<file path="src/rtl/uart_mmio_pkg.sv">
package uart_mmio_pkg;
   localparam int unsigned OFS_TXDATA = 'h00;
   localparam int unsigned OFS_RXDATA = 'h04;
   localparam int unsigned OFS_TXCTRL = 'h08;
   localparam int unsigned OFS_RXCTRL = 'h0C;
   localparam int unsigned OFS_DIVISOR = 'h18;
   localparam int unsigned FLAG_BIT = 31;
   localparam int unsigned BYTE_W = 8;

   typedef enum logic [1:0] {
      RX_IDLE,
      RX_START,
      RX_DATA,
      RX_STOP
   } rx_state_e;
endpackage

</file>
<file path="src/rtl/uart_fifo.sv">
module uart_fifo #(
   parameter int unsigned DW = 8,
   parameter int unsigned DEPTH = 8,
   localparam int unsigned AW = $clog2(DEPTH),
   localparam int unsigned CW = $clog2(DEPTH + 1)
) (
   input  logic          clk,
   input  logic          rst_n,
   input  logic          push,
   input  logic [DW-1:0] din,
   input  logic          pop,
   output logic [DW-1:0] dout,
   output logic          full,
   output logic          empty,
   output logic [CW-1:0] count
);
   logic [DW-1:0] mem [DEPTH];
   logic [AW-1:0] wr_ptr, rd_ptr;
   logic do_push, do_pop;

   assign full    = (count == CW'(DEPTH));
   assign empty   = (count == '0);
   assign do_push = push && !full;
   assign do_pop  = pop && !empty;
   assign dout    = mem[rd_ptr];

   always_ff @(posedge clk) begin
      if (do_push) mem[wr_ptr] <= din;
   end

   always_ff @(posedge clk or negedge rst_n) begin
      if (!rst_n) begin
         wr_ptr <= '0;
         rd_ptr <= '0;
         count  <= '0;
      end else begin
         if (do_push) wr_ptr <= wr_ptr + 1'b1;
         if (do_pop) rd_ptr <= rd_ptr + 1'b1;
         case ({do_push, do_pop})
            2'b10:   count <= count + 1'b1;
            2'b01:   count <= count - 1'b1;
            default: count <= count;
         endcase
      end
   end
endmodule

</file>
<file path="src/rtl/uart_tx_engine.sv">
module uart_tx_engine #(
   parameter int unsigned DIV_W = 16
) (
   input  logic             clk,
   input  logic             rst_n,
   input  logic             enable,
   input  logic [DIV_W-1:0] divisor,
   input  logic             q_empty,
   input  logic [7:0]       q_data,
   output logic             q_pop,
   output logic             txd,
   output logic             busy
);
   logic [9:0]       shreg;
   logic [3:0]       bit_idx;
   logic [DIV_W-1:0] tick;

   assign q_pop = enable && !busy && !q_empty;
   assign txd   = busy ? shreg[0] : 1'b1;

   always_ff @(posedge clk or negedge rst_n) begin
      if (!rst_n) begin
         busy    <= 1'b0;
         shreg   <= '1;
         bit_idx <= '0;
         tick    <= '0;
      end else if (q_pop) begin
         busy    <= 1'b1;
         shreg   <= {1'b1, q_data, 1'b0};
         bit_idx <= '0;
         tick    <= '0;
      end else if (busy) begin
         if (tick == divisor) begin
            tick  <= '0;
            shreg <= {1'b1, shreg[9:1]};
            if (bit_idx == 4'd9) busy <= 1'b0;
            else bit_idx <= bit_idx + 1'b1;
         end else begin
            tick <= tick + 1'b1;
         end
      end
   end
endmodule

</file>
<file path="src/rtl/uart_rx_engine.sv">
module uart_rx_engine
   import uart_mmio_pkg::*;
#(
   parameter int unsigned DIV_W = 16
) (
   input  logic             clk,
   input  logic             rst_n,
   input  logic             enable,
   input  logic [DIV_W-1:0] divisor,
   input  logic             rxd,
   output logic             push,
   output logic [7:0]       data
);
   rx_state_e        state;
   logic             prev;
   logic [2:0]       bit_idx;
   logic [DIV_W-1:0] tick;
   logic             at_end;

   assign at_end = (tick == divisor);
   assign push   = enable && (state == RX_STOP) && at_end && rxd;

   always_ff @(posedge clk or negedge rst_n) begin
      if (!rst_n) begin
         state   <= RX_IDLE;
         prev    <= 1'b1;
         bit_idx <= '0;
         tick    <= '0;
         data    <= '0;
      end else begin
         prev <= rxd;
         if (!enable) begin
            state <= RX_IDLE;
         end else begin
            case (state)
               RX_IDLE: begin
                  tick <= '0;
                  if (prev && !rxd) state <= RX_START;
               end
               RX_START: begin
                  if (tick == (divisor >> 1)) begin
                     tick    <= '0;
                     bit_idx <= '0;
                     state   <= rxd ? RX_IDLE : RX_DATA;
                  end else tick <= tick + 1'b1;
               end
               RX_DATA: begin
                  if (at_end) begin
                     tick <= '0;
                     data <= {rxd, data[7:1]};
                     if (bit_idx == 3'd7) state <= RX_STOP;
                     else bit_idx <= bit_idx + 1'b1;
                  end else tick <= tick + 1'b1;
               end
               default: begin
                  if (at_end) state <= RX_IDLE;
                  else tick <= tick + 1'b1;
               end
            endcase
         end
      end
   end
endmodule

</file>
<file path="src/rtl/uart_mmio.sv">
module uart_mmio
   import uart_mmio_pkg::*;
#(
   parameter int unsigned ADDR_W = 8,
   parameter int unsigned DEPTH = 8,
   parameter int unsigned DIV_W = 16,
   parameter int unsigned DIV_RESET = 138,
   parameter int unsigned SYNC_STAGES = 2,
   localparam int unsigned CW = $clog2(DEPTH + 1)
) (
   input  logic              clk,
   input  logic              rst_n,
   input  logic              bus_sel,
   input  logic              bus_we,
   input  logic [ADDR_W-1:0] bus_addr,
   input  logic [31:0]       bus_wdata,
   output logic [31:0]       bus_rdata,
   input  logic              uart_rxd,
   output logic              uart_txd
);
   if (ADDR_W < 5) begin : g_chk_addr
      $error("ADDR_W must cover offset 0x18");
   end
   if (DEPTH < 2 || (DEPTH & (DEPTH - 1)) != 0) begin : g_chk_depth
      $error("DEPTH must be a power of two of at least 2");
   end
   if (DIV_W < 8 || DIV_W > 31 || DIV_RESET >= (1 << DIV_W)) begin : g_chk_div
      $error("DIV_W out of range or DIV_RESET does not fit");
   end
   if (SYNC_STAGES < 1) begin : g_chk_sync
      $error("SYNC_STAGES must be at least 1");
   end

   logic             tx_en, rx_en;
   logic [DIV_W-1:0] div_q;
   logic             wr, rd;
   logic             sel_tx, sel_rx, sel_txc, sel_rxc, sel_div;
   logic             tx_wr, rx_rd;
   logic             tx_pop, tx_full, tx_empty, tx_busy;
   logic [7:0]       tx_head;
   logic [CW-1:0]    tx_cnt;
   logic             rx_push, rx_full, rx_empty;
   logic [7:0]       rx_byte, rx_head;
   logic [CW-1:0]    rx_cnt;
   logic             rxd_sync;
   logic [31:DIV_W]  unused_wbits;

   assign unused_wbits = bus_wdata[31:DIV_W];
   assign wr      = bus_sel && bus_we;
   assign rd      = bus_sel && !bus_we;
   assign sel_tx  = (bus_addr == ADDR_W'(OFS_TXDATA));
   assign sel_rx  = (bus_addr == ADDR_W'(OFS_RXDATA));
   assign sel_txc = (bus_addr == ADDR_W'(OFS_TXCTRL));
   assign sel_rxc = (bus_addr == ADDR_W'(OFS_RXCTRL));
   assign sel_div = (bus_addr == ADDR_W'(OFS_DIVISOR));
   assign tx_wr   = wr && sel_tx;
   assign rx_rd   = rd && sel_rx;

   always_ff @(posedge clk or negedge rst_n) begin
      if (!rst_n) begin
         tx_en <= 1'b0;
         rx_en <= 1'b0;
         div_q <= DIV_W'(DIV_RESET);
      end else if (wr) begin
         if (sel_txc) tx_en <= bus_wdata[0];
         if (sel_rxc) rx_en <= bus_wdata[0];
         if (sel_div) div_q <= bus_wdata[DIV_W-1:0];
      end
   end

   always_comb begin
      bus_rdata = '0;
      if (sel_tx) bus_rdata[FLAG_BIT] = tx_full;
      if (sel_rx) begin
         bus_rdata[FLAG_BIT] = rx_empty;
         bus_rdata[BYTE_W-1:0] = rx_empty ? '0 : rx_head;
      end
      if (sel_txc) bus_rdata[0] = tx_en;
      if (sel_rxc) bus_rdata[0] = rx_en;
      if (sel_div) bus_rdata[DIV_W-1:0] = div_q;
   end

   // Receive line synchronizer, depth picked by SYNC_STAGES
   logic [SYNC_STAGES-1:0] sync_q;
   for (genvar s = 0; s < SYNC_STAGES; s++) begin : g_sync
      always_ff @(posedge clk or negedge rst_n) begin
         if (!rst_n) sync_q[s] <= 1'b1;
         else if (s == 0) sync_q[s] <= uart_rxd;
         else sync_q[s] <= sync_q[(s == 0) ? 0 : s - 1];
      end
   end
   assign rxd_sync = sync_q[SYNC_STAGES-1];

   uart_fifo #(.DW(8), .DEPTH(DEPTH)) u_txq (
      .clk(clk), .rst_n(rst_n), .push(tx_wr), .din(bus_wdata[7:0]),
      .pop(tx_pop), .dout(tx_head), .full(tx_full), .empty(tx_empty),
      .count(tx_cnt)
   );

   uart_tx_engine #(.DIV_W(DIV_W)) u_tx (
      .clk(clk), .rst_n(rst_n), .enable(tx_en), .divisor(div_q),
      .q_empty(tx_empty), .q_data(tx_head), .q_pop(tx_pop),
      .txd(uart_txd), .busy(tx_busy)
   );

   uart_fifo #(.DW(8), .DEPTH(DEPTH)) u_rxq (
      .clk(clk), .rst_n(rst_n), .push(rx_push), .din(rx_byte),
      .pop(rx_rd), .dout(rx_head), .full(rx_full), .empty(rx_empty),
      .count(rx_cnt)
   );

   uart_rx_engine #(.DIV_W(DIV_W)) u_rx (
      .clk(clk), .rst_n(rst_n), .enable(rx_en), .divisor(div_q),
      .rxd(rxd_sync), .push(rx_push), .data(rx_byte)
   );
endmodule

</file>
<file path="config.mk">
export PLATFORM = sky130hd
export DESIGN_NAME = uart_mmio
export DESIGN_NICKNAME = d
export VERILOG_FILES = /design/src/rtl/uart_mmio_pkg.sv /design/src/rtl/uart_fifo.sv /design/src/rtl/uart_tx_engine.sv /design/src/rtl/uart_rx_engine.sv /design/src/rtl/uart_mmio.sv
export SDC_FILE = /design/constraint.sdc
export NUM_CORES = 1
export LEC_CHECK = 0
export ABC_AREA = 1
export CORE_AREA = 2 2 224 171
export CTS_BUF_LIST = sky130_fd_sc_hd__clkbuf_2 sky130_fd_sc_hd__clkbuf_4 sky130_fd_sc_hd__clkbuf_8
export DETAILED_ROUTE_END_ITERATION = 16
export DIE_AREA = 0 0 226 173
export PLACE_DENSITY = 0.58
export REMOVE_ABC_BUFFERS = 1
export SETUP_SLACK_MARGIN = 0.15
export SKIP_CTS_REPAIR_TIMING = 1
export SLEW_MARGIN = 10
export SYNTH_ARGS = -nofsm -noshare
export SYNTH_HDL_FRONTEND = slang
export SYNTH_HIERARCHICAL = 1
export SYNTH_SLANG_ARGS = --single-unit
</file>
<file path="constraint.sdc">
create_clock -name clk -period 7.7 [get_ports clk]
set_clock_uncertainty 0.2 [all_clocks]
set_input_delay 1.54 -clock clk [delete_from_list [all_inputs] [get_ports clk]]
set_output_delay 1.54 -clock clk [all_outputs]
set_load 0.02 [all_outputs]
</file>
==> flow_metrics.tcl, run 1 <==
set metrics [dict create \
    outcome "complete, no violations" \
    final-hold-violation-count 0 \
    worst_hold_slack_ns 0.157 \
    track_usage_pct 15.1 \
    fmax_mhz 178 \
    p_leak_uw 0.00647 \
    drtAntennaViolNets 0 \
    antenna-diode-count 0 \
    clock_path_buffers 3 \
    cp.depth 8 \
    wl_met1_um 14300 \
    cap_violations 0 \
    placementRows 61 \
    tns_ns 0 \
    drt-pass1-iter-count 7 \
    wl_met2_um 12800 \
    clk_latency_ns 0.56 \
    die_h_um 173 \
    area_growth_pct 12.7 \
    routed-via-count 9838 \
    dr_wl_met3_um 1370 \
    period_needed_ns 5.61 \
    nets 1731 \
    max_slew.worst_pin.slew_ns 1.24 \
    max_slew_margin_pct 16.9 \
    rsz0062_at_grt "no" \
    grt_pass1_wl_um 47900 \
    required_ns 5.96 \
    cp_num_buf_inv 4 \
    grt_antenna_before_repair 0 \
    period_share_pct 72.9 \
    startpoint_type "input port" \
    drc 0 \
    overflow 0 \
    cts_num_sinks 228 \
    ios 78 \
    reg2regPathDepth 15 \
    cts-root-buf "clkbuf_8" \
    hold_path.class "reg -> reg" \
    wl_per_cell_um 13.1 \
    crit_fanout 26 \
    top_layer_used "met4" \
    port_buffers 46 \
    grt_pass1_vias 9341 \
    crit_end "bus_rdata[11]" \
    place_congestion 0.795 \
    cts.clk_slew.worst_paths_ns 0.06 \
    worst_path_max_delay_cell "clkdlybuf4s50_1" \
    yosys_warnings 6 \
    synth_area_um2 12700 \
    ir_drop_mv 0.113 \
    routed_wirelength_um 28800 \
    cp_cell_sequence "clkdlybuf4s50_1, inv_1, nor2_1, nand3_1, nor2_4, inv_1, nor2_1, clkdlybuf4s50_1" \
    die_w_um 226 \
    die-area_um2 39100 \
    htree_levels 2 \
    cts_tree "done" \
    critical_path.startpoint "bus_addr[4]" \
    crit_family "buffers and inverters" \
    worstSetupPathType "in -> out" \
    synth_cells 1623 \
    r2r-end "u_txq/count[3]" \
    worstReg2RegStart "u_txq/count[0]" \
    hpwlAfterDp_um 19300 \
    rrSetupSlack_ns 4.28 \
    end_kind "output pin" \
    drive_above_1_share_pct 10.0 \
    core_um2 36700 \
    vias_per_cell 4.47 \
    cts_made_buffers 38 \
    final_max_slew_viol_count 0 \
    syn_avg_cell_area_um2 7.85 \
    worst_path_largest_cell_delay_ns 0.62 \
    setup_viol 0 \
    grt_max_degree 72 \
    p_per_area_nw_per_um2 187 \
    drt_iter0_markers 654 \
    initial_utilization_pct 34.7 \
    cp.arrival_ns 3.87 \
]
## worst min path at each step
stage	from	endpoint	cells past startpoint
after floorplan	sync_q[0]	rxd_sync	0
after CTS	sync_q[0]	rxd_sync	0
final	sync_q[0]	rxd_sync	0
after detailed placement	sync_q[0]	rxd_sync	0
after global placement	sync_q[0]	rxd_sync	0
after global routing	sync_q[0]	rxd_sync	0
## per-stage QoR
stage	cells	cell area, um2	utilization, %	setup WS (ns)	total power, uW
after floorplan	1570	12300	-	3.34	1450
after global placement	2132	13500	36.8	2.11	1510
after detailed placement	2132	13500	36.8	2.05	1520
after CTS	2202	14300	39.1	2.06	2720
after global routing	2202	14400	39.1	1.91	2800
final	2202	14400	39.1	2.09	2680
## power by group
| part | internal (uW) | switching, uW |
|---|---|---|
| combinational | 54.4 | 117 |
| sequential | 1300 | 19.4 |
| clock | 678 | 512 |
| total | 2030 | 649 |
## flip-flops by register name, summed over array words and instances (netlist names), 2 cells and up
register,cells
u_rx/bit_idx,3
u_txq/mem,64
u_rxq/rd_ptr,3
div_q,16
u_rx/data,8
u_rx/tick,16
u_tx/bit_idx,4
u_txq/count,4
u_txq/rd_ptr,3
u_rxq/wr_ptr,3
u_rxq/count,4
u_tx/shreg,9
u_tx/tick,16
u_rxq/mem,64
u_rx/state,2
u_txq/wr_ptr,3
## layer usage
metal	GRT usage, %	vias up
met4	3.26	0
met3	3.11	29
met2	23.6	178
li1	-	5101
met5	0	-
met1	21.5	4530
## area by class of cell
type,count,area [um2]
flip-flops and latches,228,6370
well taps,504,631
inverters,218,821
fillers,3722,22400
repair buffers,58,548
clock inverters,18,170
multi-input cells,1124,5140
clock buffers,52,678
## cell usage in the layout, fill, tap and decap left out, types with 3 or more instances in the layout
master	instances
xor2_1	22
dfstp_2	15
bufinv_16	3
clkbuf_8	46
ha_1	16
inv_1	191
nor2_2	7
nor2_4	3
or2_2	5
inv_2	24
a21oi_1	18
dfrtp_1	83
conb_1	15
o21ai_1	7
nand2_1	601
o21ai_2	7
nand2_4	5
xnor2_1	9
nand3_4	3
nand4_1	15
nor3_2	3
mux2i_1	6
nor3_1	21
nand2_2	8
clkdlybuf4s50_1	45
clkinv_2	9
clkbuf_4	6
clkinv_1	5
o21ai_0	25
edfxtp_1	128
buf_4	13
nand3b_1	3
nor2_1	216
nand3_1	96
## worst register-to-register path, stage by stage, from the launching register on
cell and delay (ns):
dfrtp_1 0.40, nor2_1 0.09, nand3_1 0.10, inv_1 0.04
inv_1 0.04, nand2_1 0.11, nor2_1 0.86, nand2_1 0.32
inv_1 0.15, ha_1 0.23, ha_1 0.27, or2_2 0.29
nand2_1 0.07, nand2_1 0.05, nand3_1 0.06, nand2_1 0.05
Note: power is estimated with default switching activity, not from simulation.
==> inputs of run 2 (changes only) <==
--- a/config.mk
+++ b/config.mk
@@ -10,7 +10,7 @@
 export CTS_BUF_LIST = sky130_fd_sc_hd__clkbuf_2 sky130_fd_sc_hd__clkbuf_4 sky130_fd_sc_hd__clkbuf_8
 export DETAILED_ROUTE_END_ITERATION = 16
 export DIE_AREA = 0 0 226 173
-export PLACE_DENSITY = 0.58
+export PLACE_DENSITY = 0.6
 export REMOVE_ABC_BUFFERS = 1
 export SETUP_SLACK_MARGIN = 0.15
 export SKIP_CTS_REPAIR_TIMING = 1
==> constraint.sdc (replaced) <==
create_clock -name clk -period 5.1 [get_ports clk]
set_clock_uncertainty 0.2 [all_clocks]
set_input_delay 1.02 -clock clk [delete_from_list [all_inputs] [get_ports clk]]
set_output_delay 1.02 -clock clk [all_outputs]
set_load 0.02 [all_outputs]
==> flow_metrics.tcl, run 2 (same netlist as run 1, synthesis figures left out) <==
set metrics [dict create \
    total_power_uw 3960 \
    crit_family "buffers and inverters" \
    cts_tree "done" \
    cp_cell_sequence "clkdlybuf4s50_1, inv_1, nor2_1, nand3_1, nor2_4, inv_1, nor2_1, clkdlybuf4s50_1" \
    drt_iter0_markers 701 \
    cp_num_buf_inv 4 \
    cp.arrival_ns 3.23 \
    worstReg2RegStart "div_q[6]" \
    top_regs "u_rxq/mem: 64 flops, u_txq/mem: 64 flops" \
    die_h_um 173 \
    period_share_pct 87.2 \
    rsz0062_at_grt "no" \
    max_slew_margin_pct 25.8 \
    final_max_slew_viol_count 0 \
    htree_levels 2 \
    track_usage_pct 15.1 \
    routed_wirelength_um 29100 \
    dp_slack_ns 0.653 \
    grt_antenna_before_repair 0 \
    crit_fanout 17 \
    final-hold-violation-count 0 \
    die-area_um2 39100 \
    place_congestion 0.805 \
    end_kind "output pin" \
    cts_made_buffers 40 \
    required_ns 3.88 \
    wl_per_cell_um 13.1 \
    startpoint_type "input port" \
    cts_num_sinks 228 \
    worst_path_max_delay_cell "clkdlybuf4s50_1" \
    cts-root-buf "clkbuf_8" \
    vias_per_cell 4.46 \
    rrSetupSlack_ns 1.62 \
    setup_viol 0 \
    worst_path_largest_cell_delay_ns 0.65 \
    hpwlAfterDp_um 19500 \
    grt_max_degree 75 \
    cts.clk_slew.worst_paths_ns 0.05 \
    tns_ns 0 \
    routed-via-count 9851 \
    grt_pass1_vias 9484 \
    max_slew.worst_pin.slew_ns 1.11 \
    min_from "sync_q[0]" \
    layout_common_cells "601 x nand2_1, 216 x nor2_1, 191 x inv_1, 128 x edfxtp_1, 96 x nand3_1" \
    nets 1737 \
    drc 0 \
    area_growth_pct 12.9 \
    worstSetupPathType "in -> out" \
    port_buffers 46 \
    overflow 0 \
    ir_drop_mv 0.193 \
    drtAntennaViolNets 0 \
    placementRows 61 \
    drive_above_1_share_pct 10.5 \
    hold_path.class "reg -> reg" \
    grt_pass1_wl_um 47500 \
    layout_commonest_cell "nand2_1" \
    cap_violations 0 \
    die_w_um 226 \
    period_needed_ns 4.45 \
    p_per_area_nw_per_um2 275 \
    ios 78 \
    clock_path_buffers 3 \
    critical_path.startpoint "bus_addr[4]" \
    fmax_mhz 225 \
    setup_ws_ns 0.655 \
    antenna-diode-count 0 \
    core_um2 36700 \
    p_leak_uw 0.00649 \
    clk_latency_ns 0.56 \
    initial_utilization_pct 34.7 \
    drt-pass1-iter-count 5 \
    outcome "complete, no violations" \
]
-- run 2: cell types whose count changed in the layout (fill, tap and decap cells not counted) --
cell	previous run	this run
clkinv_2	9	2
clkinv_1	5	9
nor3_2	3	8
nor3_1	21	16
clkinvlp_4	2	0
clkbuf_4	6	18
bufinv_16	3	0
buf_4	13	17
-- run 2: worst paths after layout --
| path | endpoint | cells past startpoint |
|---|---|---|
| worst max-delay path | bus_rdata[14] | 8 |
| worst min register to register | rxd_sync | 0 |
| min in group asynchronous | u_rx/data[5] | 1 |
| worst min-delay path | rxd_sync | 0 |
| max in group asynchronous | u_tx/shreg[0] | 2 |
| worst max register to register | u_rxq/count[3] | 16 |
-- run 2: through the flow --
stage / cell area [um2] / cells / hold slack, ns / utilization [%]
after floorplan: 12300 / 1570 / 0.145 / -
after global placement: 13600 / 2136 / 0.147 / 36.9
after detailed placement: 13600 / 2136 / 0.148 / 36.9
after CTS: 14400 / 2210 / 0.155 / 39.2
after global routing: 14400 / 2210 / 0.161 / 39.2
final: 14400 / 2210 / 0.155 / 39.2
-- run 2: report_power, final --
part / switching (uW) / internal, uW / leakage (uW)
Combinational: 183 / 83.4 / 0.00354
Clock: 750 / 954 / 0.000437
Sequential: 24.2 / 1960 / 0.00251
-- run 2: worst register-to-register path, cell delays in order (launching register included) --
cell and delay (ns):
dfrtp_1 0.58, inv_1 0.10, nand2_1 0.07, nand2_1 0.06, a21oi_1 0.11, nand2_1 0.14
nor2_8 0.18, nand3_4 0.10, nor3_1 0.38, nand2_2 0.30, ha_1 0.34, ha_1 0.31
or2_2 0.29, nand2_1 0.07, nand2_1 0.05, nand3_1 0.06, nand2_1 0.04
-- run 2: final cells by class --
| class | instances | area (um2) |
|---|---|---|
| tap | 504 | 631 |
| timing repair buffer | 62 | 578 |
| fill | 3694 | 22300 |
| multi-input combinational | 1124 | 5160 |
| clock inverter | 10 | 45.0 |
| sequential | 228 | 6370 |
| inverter | 218 | 821 |
| clock buffer | 64 | 768 |
-- run 2: per-layer routing --
| metal | GRT usage, % | up-vias | share of wire, % |
|---|---|---|---|
| met3 | 2.65 | 45 | 4.2 |
| li1 | - | 5122 | - |
| met5 | 0 | - | 0 |
| met1 | 21.1 | 4502 | 49 |
| met2 | 24.0 | 182 | 44 |
| met4 | 4.14 | 0 | 1.8 |
==> inputs of run 3 (changes only) <==
--- a/config.mk
+++ b/config.mk
@@ -6,10 +6,10 @@
 export NUM_CORES = 1
 export LEC_CHECK = 0
 export ABC_AREA = 1
-export CORE_AREA = 2 2 224 171
+export CORE_AREA = 2 2 213 162
 export CTS_BUF_LIST = sky130_fd_sc_hd__clkbuf_2 sky130_fd_sc_hd__clkbuf_4 sky130_fd_sc_hd__clkbuf_8
 export DETAILED_ROUTE_END_ITERATION = 16
-export DIE_AREA = 0 0 226 173
+export DIE_AREA = 0 0 215 164
 export PLACE_DENSITY = 0.6
 export REMOVE_ABC_BUFFERS = 1
 export SETUP_SLACK_MARGIN = 0.15
@@ -17,5 +17,4 @@
 export SLEW_MARGIN = 10
 export SYNTH_ARGS = -nofsm -noshare
 export SYNTH_HDL_FRONTEND = slang
-export SYNTH_HIERARCHICAL = 1
 export SYNTH_SLANG_ARGS = --single-unit
==> flow_metrics.tcl, run 3 <==
set metrics [dict create \
    antenna-diode-count 0 \
    cts.clk_slew.worst_paths_ns 0.06 \
    synth_most_common_cell "nand2_1" \
    utilization_pct 39.7 \
    ir_drop_mv 0.185 \
    async_flop_share_pct 43.9 \
    layout_common_cells "358 x nand2_1, 191 x nor2_1, 128 x edfxtp_1, 94 x inv_1, 86 x nand3_1" \
    die_w_um 215 \
    fin_area_um2 13200 \
    overflow 0 \
    drt_iter0_markers 585 \
    outcome "complete, no violations" \
    cts_made_buffers 40 \
    final_max_slew_viol_count 0 \
    routed-via-count 8753 \
    cts-root-buf "clkbuf_8" \
    dp_slack_ns 0.553 \
    p_leak_uw 0.00535 \
    core_um2 33200 \
    swShare_pct 29.9 \
    routed_wirelength_um 27400 \
    p_per_area_nw_per_um2 343 \
    yosys-top-cells-area "edfxtp_1 34%, dfrtp_1 19%, nand2_1 12%" \
    vias_per_cell 4.78 \
    cap_violations 0 \
    syn_avg_cell_area_um2 8.89 \
    cp_cell_sequence "clkdlybuf4s50_1, inv_1, nor4_2, nand2_1, o21ai_0, clkdlybuf4s50_1" \
    p_seq_share_pct 46.8 \
    grt_pass1_vias 8090 \
    path_common_cell "clkdlybuf4s50_1" \
    cts_num_sinks 228 \
    yosys_warnings 0 \
    synth_compound_gate_area_share_pct 7.29 \
    startpoint_type "input port" \
    synth.top_cells.by_count "358 x nand2_1, 191 x nor2_1, 128 x edfxtp_1" \
    synth_cells 1290 \
    die_h_um 164 \
    area_growth_pct 15.0 \
    max_slew_margin_pct 26.0 \
    ios 78 \
    synth_area_um2 11500 \
    top_regs "u_rxq.mem: 64 flops, u_txq.mem: 64 flops" \
    period_needed_ns 4.51 \
    fillers 3336 \
    worstSetupPathType "in -> out" \
    htree_levels 2 \
    drt-pass1-iter-count 5 \
    grt_pass1_wl_um 44000 \
    dp_cells 1758 \
    tns_ns 0 \
    track_usage_pct 15.7 \
    setup_viol 0 \
    clock_power_share_pct 38.4 \
    worst_path_max_delay_cell "clkdlybuf4s50_1" \
    nets 1412 \
    hold_path.class "reg -> reg" \
    hpwlAfterDp_um 18700 \
    crit_fanout 9 \
    p_switching_uw 1350 \
    layout_commonest_cell "nand2_1" \
    fmax_mhz 222 \
    setup_ws_ns 0.590 \
    ys.flop_type "edfxtp_1" \
    ys_ff_latch 228 \
    worst_path_largest_cell_delay_ns 0.67 \
    yosys.area.top_type "edfxtp_1" \
    power.internal_uw 3170 \
    synth_xor_area_share_pct 3.97 \
    power_frac_comb_pct 14.8 \
    rsz0062_at_grt "no" \
    final-hold-violation-count 0 \
    synth_fa_ha_area_share_pct 1.92 \
    max_slew.worst_pin.slew_ns 1.11 \
    initial_utilization_pct 34.5 \
    grt_max_degree 76 \
    placementRows 58 \
    cp.arrival_ns 3.29 \
    synth_edf_count 128 \
    drtAntennaViolNets 0 \
    end_kind "output pin" \
    place_area_um2 12400 \
    synth-seq-area-share_pct 55.5 \
    place_congestion 0.843 \
    drive_above_1_share_pct 8.97 \
    period_share_pct 88.4 \
    cts_tree "done" \
    layout.cells.non_filler 1832 \
    ys_types 47 \
    muxShareOfSynthArea_pct 0.0982 \
    drc 0 \
    die-area_um2 35300 \
    port_buffers 46 \
    required_ns 3.88 \
    wl_per_cell_um 15.0 \
    yosys.area_share.simple_pct 25.0 \
    synth_top_family_by_area "simple AND/OR/NAND/NOR gates" \
    synth_top_area_share_pct 33.5 \
    clk_latency_ns 0.57 \
    grt_antenna_before_repair 0 \
    clock_path_buffers 3 \
]
==> run 3: through the flow <==
stage / power (uW) / hold WS, ns
floorplan: 2570 / 0.145
CTS: 4570 / 0.158
global route: 4750 / 0.164
finish: 4520 / 0.155
detailed placement: 2820 / 0.149
global placement: 2810 / 0.149
==> run 3: layer usage <==
metal  track usage (%)  vias up  wire (um)
met2              24.7      192      12400
met4              5.05        0        688
met3              2.70       47       1360
met5                 0        -          0
li1                  -     4372          -
met1              22.1     4142      13100
==> run 3: power groups by stage <==
| stage | clock network, uW | registers [uW] | logic [uW] |
|---|---|---|---|
| after CTS | 1780 | 2120 | 674 |
| after global placement | 0 | 2150 | 658 |
| after detailed placement | 0 | 2150 | 672 |
| after floorplan | 0 | 2140 | 428 |
| final | 1730 | 2120 | 671 |
| after global routing | 1860 | 2130 | 769 |
==> run 3: layout make-up <==
class	instances	area, um2	area share [%]
timing repair buffer	62	591	4.48
tap	450	563	4.27
inverter	106	400	3.04
clock inverter	20	140	1.06
clock buffer	54	687	5.21
sequential	228	6360	48.3
multi-input combinational	912	4440	33.7
==> run 3: critical path, delay by kind of cell <==
kind / cells / cell delay (ns)
AND/OR/NAND/NOR: 2 / 0.63
buffers and inverters: 3 / 1.23
AO/OA/AOI/OAI: 1 / 0.39
==> run 3: kinds of logic after synthesis <==
group | Yosys count
AND/OR/NAND/NOR | 686
flip-flops | 228
XOR/XNOR | 52
buffers and inverters | 164
AO/OA/AOI/OAI | 141
multiplexers | 1
other | 1
adder cells (fa/ha/maj) | 17
==> run 3: path summary, 6_finish.rpt <==
check / start / end / slack (ns) / cells past startpoint
min reg2reg: sync_q[0] / rxd_sync / 0.16 / 0
max reg2reg: u_txq.count[1] / u_txq.count[3] / 1.89 / 14
min: sync_q[0] / rxd_sync / 0.16 / 0
max in group asynchronous: rst_n / u_tx.shreg[1] / 3.30 / 2
max: bus_addr[3] / bus_rdata[4] / 0.59 / 6
min in group asynchronous: rst_n / u_rxq.rd_ptr[2] / 0.42 / 1
